<file path="src/rtl/irq_arb_pkg.sv">
package irq_arb_pkg;
    typedef enum logic {
        ST_ARB  = 1'b0,
        ST_HOLD = 1'b1
    } arb_state_t;

    localparam int LVL_LO = 0;
    localparam int LVL_HI = 1;
endpackage

</file>
<file path="src/rtl/irq_pick.sv">
module irq_pick #(
    parameter int N    = 8,
    parameter int IDXW = (N > 1) ? $clog2(N) : 1
) (
    input  logic [N-1:0]    cand_i,
    output logic            vld_o,
    output logic [IDXW-1:0] idx_o
);
    always_comb begin
        vld_o = |cand_i;
        idx_o = '0;
        for (int i = N - 1; i >= 0; i--) begin
            if (cand_i[i]) idx_o = IDXW'(i);
        end
    end
endmodule

</file>
<file path="src/rtl/irq_arbiter.sv">
module irq_arbiter
    import irq_arb_pkg::*;
#(
    parameter int N    = 8,
    parameter int IDXW = (N > 1) ? $clog2(N) : 1
) (
    input  logic            clk,
    input  logic            rst_n,
    input  logic [N-1:0]    pend_i,
    input  logic [N-1:0]    en_i,
    input  logic [N-1:0]    prio_hi_i,
    input  logic            glob_en_i,
    input  logic            stall_i,
    input  logic            ack_i,
    input  logic            reti_i,
    input  logic            insn_done_i,
    output logic            req_o,
    output logic [IDXW-1:0] vec_o,
    output logic [N-1:0]    src_ack_o
);
    localparam int NLVL = 2;

    arb_state_t        state_q, state_d;
    logic [N-1:0]      samp_pend_q;
    logic [N-1:0]      samp_prio_q;
    logic [NLVL-1:0]   in_svc_q, in_svc_d;
    logic [N-1:0]      src_ack_q, src_ack_d;

    logic [N-1:0]      lvl_set [NLVL];
    logic [NLVL-1:0]   lvl_vld;
    logic [IDXW-1:0]   lvl_idx [NLVL];

    logic              win_vld, win_hi, win_ok, take;
    logic [IDXW-1:0]   win_idx;
    logic [NLVL-1:0]   clr_mask, set_mask;

    // detection stage: one register between the pins and the decoder
    always_ff @(posedge clk or negedge rst_n) begin
        if (!rst_n) begin
            samp_pend_q <= '0;
            samp_prio_q <= '0;
        end else begin
            samp_pend_q <= pend_i & en_i & {N{glob_en_i}};
            samp_prio_q <= prio_hi_i;
        end
    end

    assign lvl_set[LVL_LO] = samp_pend_q & ~samp_prio_q;
    assign lvl_set[LVL_HI] = samp_pend_q &  samp_prio_q;

    for (genvar g = 0; g < NLVL; g++) begin : g_lvl
        irq_pick #(.N(N), .IDXW(IDXW)) u_pick (
            .cand_i (lvl_set[g]),
            .vld_o  (lvl_vld[g]),
            .idx_o  (lvl_idx[g])
        );
    end

    assign win_hi  = lvl_vld[LVL_HI];
    assign win_vld = |lvl_vld;
    assign win_idx = win_hi ? lvl_idx[LVL_HI] : lvl_idx[LVL_LO];
    assign win_ok  = win_vld && !in_svc_q[LVL_HI] && (win_hi || !in_svc_q[LVL_LO]);

    // state register
    always_ff @(posedge clk or negedge rst_n) begin
        if (!rst_n) begin
            state_q   <= ST_ARB;
            in_svc_q  <= '0;
            src_ack_q <= '0;
        end else begin
            state_q   <= state_d;
            in_svc_q  <= in_svc_d;
            src_ack_q <= src_ack_d;
        end
    end

    // next state and outputs
    always_comb begin
        state_d   = state_q;
        req_o     = 1'b0;
        clr_mask  = '0;
        set_mask  = '0;
        src_ack_d = '0;
        unique case (state_q)
            ST_ARB: begin
                req_o = win_ok && !stall_i;
                if (reti_i) state_d = ST_HOLD;
            end
            ST_HOLD: begin
                if (reti_i)           state_d = ST_HOLD;
                else if (insn_done_i) state_d = ST_ARB;
            end
            default: state_d = ST_ARB;
        endcase
        take = req_o && ack_i;
        if (reti_i) begin
            if (in_svc_q[LVL_HI])      clr_mask[LVL_HI] = 1'b1;
            else if (in_svc_q[LVL_LO]) clr_mask[LVL_LO] = 1'b1;
        end
        if (take) begin
            set_mask[win_hi ? LVL_HI : LVL_LO] = 1'b1;
            src_ack_d = {{(N-1){1'b0}}, 1'b1} << win_idx;
        end
        in_svc_d = (in_svc_q & ~clr_mask) | set_mask;
    end

    assign vec_o     = win_idx;
    assign src_ack_o = src_ack_q;
endmodule

</file>
<file path="config.mk">
export PLATFORM = sky130hd
export DESIGN_NAME = irq_arbiter
export DESIGN_NICKNAME = d
export VERILOG_FILES = /design/src/rtl/irq_arb_pkg.sv /design/src/rtl/irq_pick.sv /design/src/rtl/irq_arbiter.sv
export SDC_FILE = /design/constraint.sdc
export NUM_CORES = 1
export LEC_CHECK = 0
export ABC_AREA = 1
export BUFFER_PORTS_ARGS = -buffer_cell sky130_fd_sc_hd__buf_2
export CAP_MARGIN = 20
export CORE_UTILIZATION = 43
export DETAILED_ROUTE_END_ITERATION = 10
export PLACE_DENSITY = 0.74
export SLEW_MARGIN = 20
export SYNTH_ARGS = -nofsm -noshare
export SYNTH_HDL_FRONTEND = slang
export SYNTH_SLANG_ARGS = --single-unit
</file>
<file path="constraint.sdc">
create_clock -name clk -period 1.1 [get_ports clk]
set_input_delay 0.11 -clock clk [delete_from_list [all_inputs] [get_ports clk]]
set_output_delay 0.11 -clock clk [all_outputs]
set_load 0.02 [all_outputs]
</file>
==> results.cfg <==
[logic_synthesis]
synth-edff-count = 0
synth_fp_nets = 174
syn_inst = 143
ys_ff_latch = 27
synth_top_cell_area_share = 0.562
synth_area_leaders = dfrtp_1 (56%), nand2_1 (16%), nor2_1 (6.2%)
syn_avg_cell_area_um2 = 8.41
synthesis.area_um2 = 1200
yosysSeqAreaShare = 0.562
ys.flop_type = dfrtp_1
synthDistinctLibCells = 15
synth.cells.most_frequent = nand2_1 (50), dfrtp_1 (27), nor2_1 (20)
synth.most_common_cell = nand2_1
ys_warn_count = 0
async_flop_share = 1.00
yosys.area.top_type = dfrtp_1

[drt]
drc = 0
vias_per_cell = 4.56
detail_route.iter0.violations = 6
via_count = 1185
ant_nets = 0
wl_per_cell_um = 10.9
first_pass_iters = 4
drt_wl_total_um = 2840

[job]
max_cap_violations = 0

[global_route]
antenna_found_initial = 0
grt_overflow = 0
grtUsageTotal = 0.208
grt_first_pass_wirelength_um = 4310
grt_max_degree = 28
grt_pass1_vias = 1120

[die]
io_pins = 43
dieArea_um2 = 3010
core_um2 = 2570
std_cell_rows = 18
die_h_um = 54.9
fp.dieW_um = 54.9
initial_utilization = 0.468

[place]
placed_cell_area_um2 = 1540
gp_congestion = 0.805
dp_hpwl_um = 1790
port_buffers = 42

[timing]
timing.hold.ws_ns = 0.0305
worst_slew_pin_slew_ns = 0.578
rsz0062_at_grt = true
final.setup.tns_ns = -5.22
setup_viol = 14
max_freq_ghz = 0.611
hold_viol_final = 0
post-route-period-util = 1.49
fin_ws_ns = -0.537
slew_headroom = 0.615
period_minus_slack_ns = 1.64
fin_skew_ns = 0.00755
slew_viol_final = 0

[worst_hold_path]
hp-class = in2reg

[cts]
cts_buffer_depth = 2
cts_made_buffers = 3
cts_root_buf = clkbuf_4
cts.reportedPaths.clkPinSlew_ns = 0.14
cts_tree = yes
cts.sinks = 27
htreeDepth = 1
worstSkewPairLatency_ns = 0.32

[critical_path]
timing.critical_path.max_delay_family = simple AND/OR/NAND/NOR gates
crit_type = reg2out
cp_cell_sequence = nand2_2 -> nand2_2 -> nor2_4 -> nand2_4 -> nor2_1 -> nand2_1 -> nand2_4 -> buf_6
cp_slowest_cell = dfrtp_1
cp.arrival_ns = 1.53
crit_required_ns = 0.99
end_kind = primary output
reg2reg_slack_ns = -0.42
path_buf_inv = 1
critPathMaxStageDelay_ns = 0.44
worst-path-max-fanout = 4
startpoint_type = flip-flop

[finish]
fin_area_um2 = 2010
drive_gt1_frac = 0.474
synthToLayoutAreaGrowth_pct = 67.4
final_util = 0.784
antennaDiodeCount = 0
nets = 262

[power_and_ir_drop]
ir_drop_mv = 0.858
power_density_nw_per_um2 = 1010
power_leakage_uw = 0.00110

[run_status]
violations = negative setup slack
status = finished with violations
## path summary, 6_finish.rpt
path	end	from	depth (start not counted)
max	vec_o[1]	samp_pend_q[0]	8
min	state_q	reti_i	3
max reg2reg	src_ack_o[2]	samp_pend_q[0]	10
min reg2reg	state_q	state_q	2
max in group asynchronous	samp_prio_q[3]	rst_n	2
min in group asynchronous	src_ack_o[7]	rst_n	2
## placed cells by master (no fill, tap or decap), drive strengths merged
| cell | n |
|---|---|
| clkbuf | 3 |
| a21oi | 1 |
| dfrtp | 27 |
| dlygate4sd3 | 26 |
| nand2 | 59 |
| nor3 | 1 |
| o21ai | 5 |
| buf | 57 |
| a21boi | 1 |
| nand3 | 9 |
| clkinv | 1 |
| nor2 | 22 |
| inv | 18 |
## through the flow
step	power (uW)	setup WS, ns	instances
6_report	2020	-0.537	260
5_1_grt	2140	-0.691	260
4_1_cts	2010	-0.531	261
3_5_place_dp	1420	-0.231	223
3_3_place_gp	1400	-0.184	223
2_1_floorplan	1280	-0.175	143
## final cells by class
type / instances / area [um^2]
well taps: 30 / 37.5
flip-flops and latches: 27 / 676
inverters: 18 / 67.6
multi-input cells: 98 / 586
repair buffers: 83 / 619
clock inverters: 1 / 5.00
clock buffers: 3 / 22.5
fillers: 173 / 554
## cell families (layout without fill, tap and decap cells)
logic type	Yosys count	count (layout)	synth area share
buf+inv	18	105	0.0562
simple gates	91	91	0.338
flops	27	27	0.562
compound gates	7	7	0.0437
## where the power goes
part / internal [uW] / switching (uW)
Clock: 136 / 275
Combinational: 280 / 281
Sequential: 1030 / 23.8
## worst min-delay path, delay by kind of cell
family	cells	cell delay [ns]
buf+inv	2	0.12
compound gates	1	0.08
## registers in the layout, summed over array words and instances, names as in the netlist
register     count
src_ack_o        8
samp_prio_q      8
samp_pend_q      8
in_svc_q         2
state_q          1
## metal layers
| metal | wire (um) | global-route usage | part of all wire |
|---|---|---|---|
| met5 | 0 | 0 | 0 |
| met2 | 1600 | 0.412 | 0.56 |
| met4 | 11 | 0.0641 | 0.0039 |
| met1 | 1110 | 0.214 | 0.39 |
| met3 | 120 | 0.0361 | 0.042 |
## repair_timing
item                       CTS  global route
setup buffers                8             1
hold endpoints to repair    44             0
setup endpoints to repair   14            14
hold buffers                26             0
pin swaps                   21            11
cloned                       0             0
gates resized for setup     27            18
Power figures use the tool's default switching activity.
